## config.mk

```make
export PLATFORM = sky130hd
export DESIGN_NAME = slot_ctl_regs
export DESIGN_NICKNAME = d
export VERILOG_FILES = /design/src/rtl/slot_ctl_pkg.sv /design/src/rtl/slot_sel_latch.sv /design/src/rtl/slot_power_track.sv /design/src/rtl/slot_ee_route.sv /design/src/rtl/slot_status_mux.sv /design/src/rtl/slot_ctl_regs.sv
export SDC_FILE = /design/constraint.sdc
export NUM_CORES = 1
export LEC_CHECK = 0
export BUFFER_PORTS_ARGS = -buffer_cell sky130_fd_sc_hd__clkbuf_2
export CAP_MARGIN = 20
export CORE_MARGIN = 4
export CORE_UTILIZATION = 47
export CTS_CLUSTER_SIZE = 16
export DETAILED_ROUTE_END_ITERATION = 7
export PLACE_DENSITY = 0.8
export SLEW_MARGIN = 0
export SYNTH_ARGS = -nofsm -noshare
export SYNTH_HDL_FRONTEND = slang
export SYNTH_SLANG_ARGS = --single-unit
```

## constraint.sdc

```tcl
create_clock -name clk -period 1.8 [get_ports clk]
set_clock_uncertainty 0.1 [all_clocks]
set_input_delay 0 -clock clk [delete_from_list [all_inputs] [get_ports clk]]
set_output_delay 0 -clock clk [all_outputs]
set_load 0.005 [all_outputs]
```

## src/rtl/slot_ctl_pkg.sv

```systemverilog
package slot_ctl_pkg;
  localparam int DATA_W  = 16;
  localparam int FIELD_W = 4;

  // register offsets
  localparam logic [7:0] OFS_IDENT  = 8'h04;
  localparam logic [7:0] OFS_SELECT = 8'h44;
  localparam logic [7:0] OFS_EEWR   = 8'h48;
  localparam logic [7:0] OFS_STATUS = 8'h4C;

  // selector function codes
  localparam logic [FIELD_W-1:0] FN_PRESENCE = 4'd0;
  localparam logic [FIELD_W-1:0] FN_ABSENT   = 4'd1;
  localparam logic [FIELD_W-1:0] FN_POWER    = 4'd2;
  localparam logic [FIELD_W-1:0] FN_EEPROM   = 4'd5;

  // bit positions in the EEPROM write word
  localparam int EE_DI_BIT  = 0;
  localparam int EE_CLK_BIT = 1;
  localparam int EE_CS_BIT  = 3;

  localparam logic [DATA_W-1:0] STAT_ABSENT  = 16'h0001;
  localparam logic [DATA_W-1:0] STAT_PWR_OK  = 16'h0002;
  localparam logic [DATA_W-1:0] STAT_CONV_OK = 16'h0008;
  localparam logic [DATA_W-1:0] RD_UNMAPPED  = 16'hFFFF;

  typedef struct packed {
    logic cs;
    logic clk;
    logic di;
  } ee_pins_t;
endpackage

```

## src/rtl/slot_sel_latch.sv

```systemverilog
module slot_sel_latch
  import slot_ctl_pkg::*;
#(
  parameter int NSLOTS = 9
) (
  input  logic               clk,
  input  logic               rst,
  input  logic               sel_we,
  input  logic [DATA_W-1:0]  wdata,
  output logic [FIELD_W-1:0] sel_slot,
  output logic [FIELD_W-1:0] sel_func,
  output logic [NSLOTS-1:0]  sel_oh,
  output logic [NSLOTS-1:0]  route_oh,
  output logic               pwr_set,
  output logic [NSLOTS-1:0]  pwr_set_oh
);
  logic [FIELD_W-1:0] new_slot;
  logic [FIELD_W-1:0] new_func;
  logic [NSLOTS-1:0]  new_oh;
  logic               new_legal;

  assign new_slot  = wdata[15:12];
  assign new_func  = wdata[11:8];
  assign new_legal = |new_oh;

  for (genvar i = 0; i < NSLOTS; i++) begin : g_dec
    assign new_oh[i] = (new_slot == FIELD_W'(i + 1));
    assign sel_oh[i] = (sel_slot == FIELD_W'(i + 1));
  end

  always_ff @(posedge clk) begin
    if (rst) begin
      sel_slot <= '0;
      sel_func <= '0;
      route_oh <= '0;
    end else if (sel_we) begin
      sel_slot <= new_slot;
      sel_func <= new_func;
      if (new_legal) route_oh <= new_oh;
    end
  end

  assign pwr_set    = sel_we && new_legal && (new_func == FN_POWER);
  assign pwr_set_oh = new_oh;
endmodule

```

## src/rtl/slot_power_track.sv

```systemverilog
module slot_power_track #(
  parameter int NSLOTS = 9
) (
  input  logic              clk,
  input  logic              rst,
  input  logic              set_en,
  input  logic [NSLOTS-1:0] set_oh,
  output logic [NSLOTS-1:0] flags
);
  for (genvar i = 0; i < NSLOTS; i++) begin : g_flag
    always_ff @(posedge clk) begin
      if (rst) flags[i] <= 1'b0;
      else if (set_en && set_oh[i]) flags[i] <= 1'b1;
    end
  end
endmodule

```

## src/rtl/slot_ee_route.sv

```systemverilog
module slot_ee_route
  import slot_ctl_pkg::*;
#(
  parameter int NSLOTS = 9
) (
  input  logic               clk,
  input  logic               rst,
  input  logic               ee_we,
  input  logic [DATA_W-1:0]  wdata,
  input  logic [NSLOTS-1:0]  route_oh,
  input  logic [NSLOTS-1:0]  ee_do,
  output logic [NSLOTS-1:0]  ee_clk,
  output logic [NSLOTS-1:0]  ee_cs,
  output logic [NSLOTS-1:0]  ee_di,
  output logic               do_bit
);
  ee_pins_t pins_q;

  always_ff @(posedge clk) begin
    if (rst) pins_q <= '0;
    else if (ee_we) begin
      pins_q.cs  <= wdata[EE_CS_BIT];
      pins_q.clk <= wdata[EE_CLK_BIT];
      pins_q.di  <= wdata[EE_DI_BIT];
    end
  end

  for (genvar i = 0; i < NSLOTS; i++) begin : g_pin
    assign ee_clk[i] = route_oh[i] & pins_q.clk;
    assign ee_cs[i]  = route_oh[i] & pins_q.cs;
    assign ee_di[i]  = route_oh[i] & pins_q.di;
  end

  assign do_bit = pins_q.cs & (|(ee_do & route_oh));
endmodule

```

## src/rtl/slot_status_mux.sv

```systemverilog
module slot_status_mux
  import slot_ctl_pkg::*;
#(
  parameter int NSLOTS = 9
) (
  input  logic [FIELD_W-1:0] sel_slot,
  input  logic [FIELD_W-1:0] sel_func,
  input  logic [NSLOTS-1:0]  sel_oh,
  input  logic [NSLOTS-1:0]  present,
  input  logic [NSLOTS-1:0]  flags,
  input  logic [FIELD_W-1:0] sup_slot,
  input  logic               do_bit,
  output logic [DATA_W-1:0]  status
);
  logic here;
  logic live;

  assign here = |(sel_oh & present);
  assign live = (|(sel_oh & flags)) || (sel_slot == sup_slot);

  always_comb begin
    status = '0;
    case (sel_func)
      FN_PRESENCE: status = !here ? STAT_ABSENT : (live ? STAT_PWR_OK : '0);
      FN_ABSENT:   status = here ? '0 : STAT_ABSENT;
      FN_POWER:    status = STAT_CONV_OK;
      FN_EEPROM:   status = {{(DATA_W-1){1'b0}}, do_bit};
      default:     status = '0;
    endcase
  end
endmodule

```

## src/rtl/slot_ctl_regs.sv

```systemverilog
module slot_ctl_regs
  import slot_ctl_pkg::*;
#(
  parameter int NSLOTS = 9,
  parameter int ADDR_W = 8
) (
  input  logic                        clk,
  input  logic                        rst,
  input  logic                        wr_en,
  input  logic [ADDR_W-1:0]           wr_addr,
  input  logic [15:0]                 wr_data,
  input  logic                        rd_en,
  input  logic [ADDR_W-1:0]           rd_addr,
  output logic [15:0]                 rd_data,
  output logic                        rd_valid,
  input  logic [NSLOTS-1:0]           slot_present,
  input  logic [3:0]                  sup_slot,
  output logic [NSLOTS-1:0]           ee_clk,
  output logic [NSLOTS-1:0]           ee_cs,
  output logic [NSLOTS-1:0]           ee_di,
  input  logic [NSLOTS-1:0]           ee_do
);
  localparam logic [ADDR_W-1:0] A_IDENT  = ADDR_W'(OFS_IDENT);
  localparam logic [ADDR_W-1:0] A_SELECT = ADDR_W'(OFS_SELECT);
  localparam logic [ADDR_W-1:0] A_EEWR   = ADDR_W'(OFS_EEWR);
  localparam logic [ADDR_W-1:0] A_STATUS = ADDR_W'(OFS_STATUS);

  logic [FIELD_W-1:0] sel_slot;
  logic [FIELD_W-1:0] sel_func;
  logic [NSLOTS-1:0]  sel_oh;
  logic [NSLOTS-1:0]  route_oh;
  logic               pwr_set;
  logic [NSLOTS-1:0]  pwr_set_oh;
  logic [NSLOTS-1:0]  pwr_flags;
  logic               do_bit;
  logic [DATA_W-1:0]  status;
  logic [DATA_W-1:0]  rd_next;

  slot_sel_latch #(.NSLOTS(NSLOTS)) u_sel (
    .clk(clk), .rst(rst),
    .sel_we(wr_en && (wr_addr == A_SELECT)),
    .wdata(wr_data),
    .sel_slot(sel_slot), .sel_func(sel_func), .sel_oh(sel_oh),
    .route_oh(route_oh), .pwr_set(pwr_set), .pwr_set_oh(pwr_set_oh)
  );

  slot_power_track #(.NSLOTS(NSLOTS)) u_pwr (
    .clk(clk), .rst(rst),
    .set_en(pwr_set), .set_oh(pwr_set_oh), .flags(pwr_flags)
  );

  slot_ee_route #(.NSLOTS(NSLOTS)) u_ee (
    .clk(clk), .rst(rst),
    .ee_we(wr_en && (wr_addr == A_EEWR)),
    .wdata(wr_data), .route_oh(route_oh), .ee_do(ee_do),
    .ee_clk(ee_clk), .ee_cs(ee_cs), .ee_di(ee_di), .do_bit(do_bit)
  );

  slot_status_mux #(.NSLOTS(NSLOTS)) u_stat (
    .sel_slot(sel_slot), .sel_func(sel_func), .sel_oh(sel_oh),
    .present(slot_present), .flags(pwr_flags), .sup_slot(sup_slot),
    .do_bit(do_bit), .status(status)
  );

  always_comb begin
    case (rd_addr)
      A_IDENT:  rd_next = {4'h0, sup_slot, 8'h80};
      A_SELECT: rd_next = {sel_slot, sel_func, 8'h00};
      A_STATUS: rd_next = status;
      default:  rd_next = RD_UNMAPPED;
    endcase
  end

  always_ff @(posedge clk) begin
    if (rst) begin
      rd_data  <= '0;
      rd_valid <= 1'b0;
    end else begin
      rd_valid <= rd_en;
      if (rd_en) rd_data <= rd_next;
    end
  end
endmodule

```

==> impl_summary.log, run 1 <==
INFO  metric clockRootBuffer = sky130_fd_sc_hd__clkbuf_8
INFO  metric final_min_period_over_clock_period = 96.7%
INFO  metric grt_pass1_vias = 2,211
INFO  metric syn-num-nets = 330
INFO  metric max_freq = 575 MHz
INFO  metric cp-start-kind = input port
INFO  metric cts.repair_timing.setup_buffer_count = 0
INFO  metric cts-buffers-inserted = 5
INFO  metric final_cell_area = 3080 sq um
INFO  metric synth-async-reset-ratio = 0%
INFO  metric remaining_design_rule_violation_count = 0
INFO  metric finalHoldViolations = 0
INFO  metric routed_via_density = 5.23
INFO  metric fin_worst_hold_slack = 0.00575 ns
INFO  metric crit_type = in2reg
INFO  metric synth-edff-count = 0
INFO  metric dp_hpwl = 4550 microns
INFO  metric critical_path.cell_chain = dlygate4sd3_1 > clkbuf_2 > or4_1 > nand2_2 > nor3_2 > buf_4 > a21oi_1 > nor2_1
INFO  metric final.fill_count = 417
INFO  metric num_vias = 2,332
INFO  metric rsz0062_at_grt = false
INFO  metric worst_pin_slew = 0.386 ns
INFO  metric place.gp.congestion = 0.799
INFO  metric start_util = 48.9%
INFO  metric max_stage_delay = 0.53 ns
INFO  metric fraction_of_final_layout_cells_sized_beyond_drive_strength_1 = 34.8%
INFO  metric final_nets = 436
INFO  metric footprint_of_the_multi_input_gates = 1370 sq um
INFO  metric clk-insertion-delay-late = 0.29 ns
INFO  metric detail-route-antenna-nets = 0
INFO  metric area.sequential = 862 sq um
INFO  metric maxCapViolCount = 0
INFO  metric design.die.area = 6130 sq um
INFO  metric place_worst_setup_slack = 0.132 ns
INFO  metric core_region_area = 4750 sq um
INFO  metric wire_length_of_the_first_global_routing_pass = 9930 microns
INFO  metric maximum_number_of_pins_on_one_net_before_global_route_repair = 29
INFO  metric die_h = 78.3 microns
INFO  metric total_power = 1.87 mW
INFO  metric global_route.usage.total = 19.6%
INFO  metric synth-warning-count = 0
INFO  metric crit_path_top_delay_cell = sky130_fd_sc_hd__dlygate4sd3_1
INFO  metric endpoint_kind = flip-flop
INFO  metric run_status = finished, final reports clean
INFO  metric post_drt_wl_per_cell = 13.4 microns
INFO  metric power.leakage = 1.44 nW
INFO  metric most_frequently_used_flop_master_after_synthesis = sky130_fd_sc_hd__dfxtp_1
INFO  metric pin_count = 102
INFO  metric worstPathRequired = 1.88 ns
INFO  metric critical_path_peak_fanout = 9
INFO  metric post_layout_nonfiller_instances = 446
INFO  metric clock_sinks = 43
INFO  metric num_antenna_cells = 0
INFO  metric ys_ff_latch = 43
INFO  metric cts_htree_levels = 2
INFO  metric antenna_found_initial = 0
INFO  metric timing.final.setup_violations = 0
INFO  metric hold_path_class = in2reg
INFO  metric synth_cell_types = 50
INFO  metric critical-path-top-delay-family = buffers and inverters
INFO  metric irDropWorstVdd = 0.412 mV
INFO  metric port_buffers = 96
INFO  metric syn_to_final_growth = 32.6%
INFO  metric final-max-slew-violation-count = 0
INFO  metric grt.overflow.total = 0
INFO  metric clk_transition_reported_paths = 0.08 ns
INFO  metric synthesis.area_per_instance = 8.54 sq um
INFO  metric postRouteWirelength = 5970 microns
INFO  metric layout.core_utilization = 64.8%
INFO  metric final.min_clock_period = 1.74 ns
INFO  metric final_tns_setup = 0 ns
INFO  metric pwr_density_cell = 608 nW/um^2
INFO  metric ctsLongestPathBuffers = 2
INFO  metric worst_slack = 0.0602 ns
INFO  metric drtPass1Iterations = 4
INFO  metric tritoncts = built
INFO  metric maxSlewHeadroom = 74.1%
INFO  metric cp.buffers_inverters = 3
INFO  metric dpl-instance-area = 2850 sq um
INFO  metric syn_inst = 272
INFO  metric num_rows = 25
INFO  metric synth-seq-area-share = 37.0%
INFO  metric worstPathArrival = 1.82 ns
INFO  metric detailedRoute.firstIterationViolations = 134
INFO  metric chipWidth = 78.3 microns
INFO  metric syn_area = 2320 sq um
INFO  metric place_inst = 426
final timing paths:
| kind | startpoint | end | slack [ns] | depth (start not counted) |
|---|---|---|---|---|
| setup / recovery | wr_data[12] | u_pwr.flags[6] | 0.06 | 8 |
| hold / removal | wr_data[15] | u_sel.sel_slot[3] | 0.006 | 4 |
| setup reg to reg | u_sel.sel_slot[3] | rd_data[0] | 0.21 | 5 |
| hold reg to reg | u_pwr.flags[3] | u_pwr.flags[3] | 0.37 | 2 |
cell families (layout without fill, tap and decap cells):
logic type             after synthesis  in the layout  synth area share, %
multiplexers                        26             26                 11.5
AND/OR/NAND/NOR                    141            141                 34.3
AO/OA/AOI/OAI                       40             40                 11.1
flip-flops                          43             43                 37.0
XOR/XNOR                             4              4                 1.51
buffers and inverters               18            125                 4.47
routing by layer:
layer	wire length (microns)	GRT usage, %
met5	0	0
met1	2560	24.7
met3	305	3.90
met4	58	4.72
met2	3050	34.2
area by class of cell:
class,instances,share of cell area (%)
inverter,1,0.122
multi-input combinational,211,44.4
clock inverter,1,0.244
tap,67,2.72
timing repair buffer,116,21.4
clock buffer,7,3.13
sequential,43,28.0
cells in the final DEF (no fill, tap or decap), types with 2 or more instances in the layout:
| master | instances |
|---|---|
| sky130_fd_sc_hd__o21ai_0 | 3 |
| sky130_fd_sc_hd__nor3_1 | 8 |
| sky130_fd_sc_hd__mux2i_1 | 20 |
| sky130_fd_sc_hd__buf_4 | 8 |
| sky130_fd_sc_hd__nor3_2 | 5 |
| sky130_fd_sc_hd__nand4b_1 | 2 |
| sky130_fd_sc_hd__clkbuf_8 | 7 |
| sky130_fd_sc_hd__nand2b_1 | 6 |
| sky130_fd_sc_hd__mux2_2 | 6 |
| sky130_fd_sc_hd__and2_1 | 27 |
| sky130_fd_sc_hd__or4_1 | 2 |
| sky130_fd_sc_hd__dlygate4sd3_1 | 12 |
| sky130_fd_sc_hd__nand3b_1 | 5 |
| sky130_fd_sc_hd__nor2b_1 | 4 |
| sky130_fd_sc_hd__nand2_1 | 4 |
| sky130_fd_sc_hd__clkbuf_2 | 96 |
| sky130_fd_sc_hd__a22oi_1 | 2 |
| sky130_fd_sc_hd__xor2_1 | 4 |
| sky130_fd_sc_hd__dfxtp_1 | 42 |
| sky130_fd_sc_hd__a21oi_1 | 18 |
| sky130_fd_sc_hd__nor2_1 | 56 |
| sky130_fd_sc_hd__nand3_1 | 5 |
| sky130_fd_sc_hd__a311oi_1 | 6 |
| sky130_fd_sc_hd__nand4_1 | 2 |
report_power, final:
group	internal (mW)	switching (mW)
Sequential	0.973	0.0127
Clock	0.349	0.319
Combinational	0.113	0.107
Total	1.44	0.439
worst register-to-register path, stage by stage, from the launching register on:
cell and delay (ns):
sky130_fd_sc_hd__dfxtp_1 0.55, sky130_fd_sc_hd__and4b_1 0.24, sky130_fd_sc_hd__o21ai_0 0.15, sky130_fd_sc_hd__nand4_1 0.15, sky130_fd_sc_hd__nand2b_1 0.17, sky130_fd_sc_hd__a31oi_1 0.16
state kept, by name (all words and copies together), names as in the netlist:
name and cells:
rd_data 13, u_pwr.flags 9, u_sel.route_oh 9, u_sel.sel_func 4
u_sel.sel_slot 4, u_ee.pins_q 3, rd_valid 1
timing repair:
item                                    CTS  global route
resized for setup                         0             4
endpoints found under the setup margin    0             9
endpoints found under the hold margin    12             0
hold buffers                             12             0
synth_stat cells (2+ instances only):
cell type / instances / area share [%]
sky130_fd_sc_hd__a21oi_1: 19 / 4.1
sky130_fd_sc_hd__a22oi_1: 2 / 0.65
sky130_fd_sc_hd__a311oi_1: 6 / 2.3
sky130_fd_sc_hd__and2_1: 27 / 7.3
sky130_fd_sc_hd__buf_2: 5 / 1.1
sky130_fd_sc_hd__buf_4: 4 / 1.3
sky130_fd_sc_hd__buf_6: 2 / 0.97
sky130_fd_sc_hd__clkbuf_1: 5 / 0.81
sky130_fd_sc_hd__dfxtp_1: 43 / 37
sky130_fd_sc_hd__mux2_2: 6 / 2.9
sky130_fd_sc_hd__mux2i_1: 20 / 8.6
sky130_fd_sc_hd__nand2_1: 5 / 0.81
sky130_fd_sc_hd__nand2b_1: 6 / 1.6
sky130_fd_sc_hd__nand3_1: 5 / 1.1
sky130_fd_sc_hd__nand3b_1: 5 / 1.6
sky130_fd_sc_hd__nand4_1: 2 / 0.54
sky130_fd_sc_hd__nand4b_1: 2 / 0.75
sky130_fd_sc_hd__nor2_1: 56 / 9.0
sky130_fd_sc_hd__nor2b_1: 4 / 1.1
sky130_fd_sc_hd__nor3_1: 8 / 1.7
sky130_fd_sc_hd__nor3_2: 5 / 2.2
sky130_fd_sc_hd__o21ai_0: 3 / 0.65
sky130_fd_sc_hd__or4_1: 2 / 0.65
sky130_fd_sc_hd__xor2_1: 4 / 1.5
Note: power is estimated with default switching activity, not from simulation.
==> run 2: changes to the inputs <==
Settings changed: REMOVE_ABC_BUFFERS set to 1.
==> run 2 against run 1 <==
Against the previous run: wire length up 1.1%; register-to-register slack worse by 0.08 ns; core utilization down 0.47 points; sequential share of layout area up 0.17 points; hold slack better by 0.0020 ns; critical path depth down 1; clock-buffer cell count down 1; critical endpoint is now u_sel.route_oh[1]; largest cell class unchanged.
==> impl_summary.log, run 2 (synthesized netlist as in run 1, its figures left out) <==
INFO  metric run_status = finished, final reports clean (unchanged)
INFO  metric die_h = 78.3 microns (unchanged)
INFO  metric port_buffers = 96 (unchanged)
INFO  metric maxSlewHeadroom = 72.7% (was 74.1%)
INFO  metric grt.overflow.total = 0 (unchanged)
INFO  metric start_util = 48.9% (unchanged)
INFO  metric syn_to_final_growth = 31.6% (was 32.6%)
INFO  metric place.gp.congestion = 0.826 (was 0.799)
INFO  metric final.min_clock_period = 1.69 ns (was 1.74 ns)
INFO  metric timing.final.setup_violations = 0 (unchanged)
INFO  metric final_tns_setup = 0 ns (unchanged)
INFO  metric clk_transition_reported_paths = 0.08 ns (about the same)
INFO  metric finalHoldViolations = 0 (unchanged)
INFO  metric final_nets = 437 (was 436)
INFO  metric wire_length_of_the_first_global_routing_pass = 9960 microns (was 9930 microns)
INFO  metric clockRootBuffer = sky130_fd_sc_hd__clkbuf_8 (unchanged)
INFO  metric clk-insertion-delay-late = 0.30 ns (was 0.29 ns)
INFO  metric num_antenna_cells = 0 (unchanged)
INFO  metric crit_type = in2reg (unchanged)
INFO  metric power.leakage = 1.44 nW (about the same)
INFO  metric dp_hpwl = 4510 microns (was 4550 microns)
INFO  metric post_drt_wl_per_cell = 13.6 microns (was 13.4 microns)
INFO  metric rsz0062_at_grt = false (unchanged)
INFO  metric top_register = rd_data (unchanged)
INFO  metric maximum_number_of_pins_on_one_net_before_global_route_repair = 31 (was 29)
INFO  metric fraction_of_final_layout_cells_sized_beyond_drive_strength_1 = 33.3% (was 34.8%)
INFO  metric num_rows = 25 (unchanged)
INFO  metric most_common_library_cell_in_the_layout_ignoring_fill_and_taps = sky130_fd_sc_hd__clkbuf_2 (unchanged)
INFO  metric design.die.area = 6130 sq um (unchanged)
INFO  metric pwr_density_cell = 582 nW/um^2 (was 608 nW/um^2)
INFO  metric maxCapViolCount = 0 (unchanged)
INFO  metric dpl-instance-area = 2850 sq um (unchanged)
INFO  metric chipWidth = 78.3 microns (unchanged)
INFO  metric timing.hold.worst_path_depth = 2 (was 4)
INFO  metric routed_via_density = 5.21 (was 5.23)
INFO  metric max_freq = 591 MHz (was 575 MHz)
INFO  metric endpoint_kind = flip-flop (unchanged)
INFO  metric postRouteWirelength = 6040 microns (was 5970 microns)
INFO  metric cts.repair_timing.setup_buffer_count = 0 (unchanged)
INFO  metric worstPathArrival = 1.77 ns (was 1.82 ns)
INFO  metric num_vias = 2,320 (was 2,332)
INFO  metric detail-route-antenna-nets = 0 (unchanged)
INFO  metric tritoncts = built (unchanged)
INFO  metric largest_register_ffs = 13 (unchanged)
INFO  metric final_cell_area = 3060 sq um (was 3080 sq um)
INFO  metric reg2regPathDepth = 5 (unchanged)
INFO  metric antenna_found_initial = 0 (unchanged)
INFO  metric critical_path_peak_fanout = 9 (unchanged)
INFO  metric detailedRoute.firstIterationViolations = 193 (was 134)
INFO  metric final-max-slew-violation-count = 0 (unchanged)
INFO  metric hold_path_class = in2reg (unchanged)
INFO  metric worstPathRequired = 1.88 ns (about the same)
INFO  metric drtPass1Iterations = 6 (was 4)
INFO  metric reg.largest.list = rd_data (13), u_pwr.flags (9), u_sel.route_oh (9) (unchanged)
INFO  metric core_region_area = 4750 sq um (unchanged)
INFO  metric clock_sinks = 43 (unchanged)
INFO  metric worst_pin_slew = 0.409 ns (was 0.386 ns)
INFO  metric pin_count = 102 (unchanged)
INFO  metric cp-start-kind = input port (unchanged)
INFO  metric final.fill_count = 428 (was 417)
INFO  metric most-common-layout-cells = 96 x sky130_fd_sc_hd__clkbuf_2, 56 x sky130_fd_sc_hd__nor2_1, 43 x sky130_fd_sc_hd__dfxtp_1 (was 96 x sky130_fd_sc_hd__clkbuf_2, 56 x sky130_fd_sc_hd__nor2_1, 42 x sky130_fd_sc_hd__dfxtp_1)
INFO  metric irDropWorstVdd = 0.291 mV (was 0.412 mV)
INFO  metric global_route.usage.total = 19.9% (was 19.6%)
INFO  metric remaining_design_rule_violation_count = 0 (unchanged)
INFO  metric total_power = 1.78 mW (was 1.87 mW)
INFO  metric final_min_period_over_clock_period = 94.1% (was 96.7%)
INFO  metric ctsLongestPathBuffers = 2 (unchanged)
INFO  metric grt_pass1_vias = 2,158 (was 2,211)
INFO  metric cts_htree_levels = 2 (unchanged)
INFO  metric cts-buffers-inserted = 5 (unchanged)
==> run 2: area by class of cell <==
class / count / area [sq um] / area share, %
Clock buffer: 6 / 72.6 / 2.37
Inverter: 1 / 3.75 / 0.123
Multi-Input combinational cell: 211 / 1370 / 44.7
Sequential cell: 43 / 861 / 28.2
Tap cell: 67 / 83.8 / 2.74
Timing Repair Buffer: 117 / 671 / 21.9
==> run 2: worst paths after layout <==
check / slack, ns / start / end
max: 0.11 / wr_data[15] / u_sel.route_oh[1]
min: 0.008 / rst / rd_data[11]
min reg2reg: 0.37 / u_pwr.flags[0] / u_pwr.flags[0]
max reg2reg: 0.13 / u_sel.sel_slot[2] / rd_data[1]
==> run 2: routing by layer <==
layer / vias up / global-route usage (%) / part of all wire (%)
met4: 0 / 7.87 / 1.9
met5: - / 0 / 0
met2: 69 / 34.0 / 49
met3: 10 / 2.75 / 4.8
li1: 1172 / - / -
met1: 1069 / 25.2 / 44
==> run 2: where the power goes <==
part	total [mW]	internal [mW]	switching [mW]
clock network	0.572	0.259	0.313
registers	0.986	0.973	0.0123
logic	0.223	0.113	0.109
total	1.78	1.35	0.435
==> run 2: worst max-delay path, stage by stage <==
cell,delay (ns)
sky130_fd_sc_hd__dlygate4sd3_1,0.53
sky130_fd_sc_hd__clkbuf_2,0.17
sky130_fd_sc_hd__or4_1,0.54
sky130_fd_sc_hd__nand2_1,0.19
sky130_fd_sc_hd__nor2_4,0.12
sky130_fd_sc_hd__mux2i_1,0.18
sky130_fd_sc_hd__nor2_1,0.05
==> run 2: what timing repair did <==
action | 4_1_cts | 5_1_grt
endpoints found under the hold margin | 13 | 0
resized for setup | 0 | 2
hold buffers | 13 | 0
endpoints found under the setup margin | 0 | 10
==> run 2: metrics by stage <==
step	setup WS, ns	util (%)	hold slack (ns)	instances
finish	0.107	64.3	0.00780	445
CTS	0.0876	64.2	0.00126	445
floorplan	0.105	-	-0.0303	255
detailed placement	0.128	59.9	0.142	426
global placement	0.201	59.9	0.131	426
global route	0.0157	64.3	0.0300	445
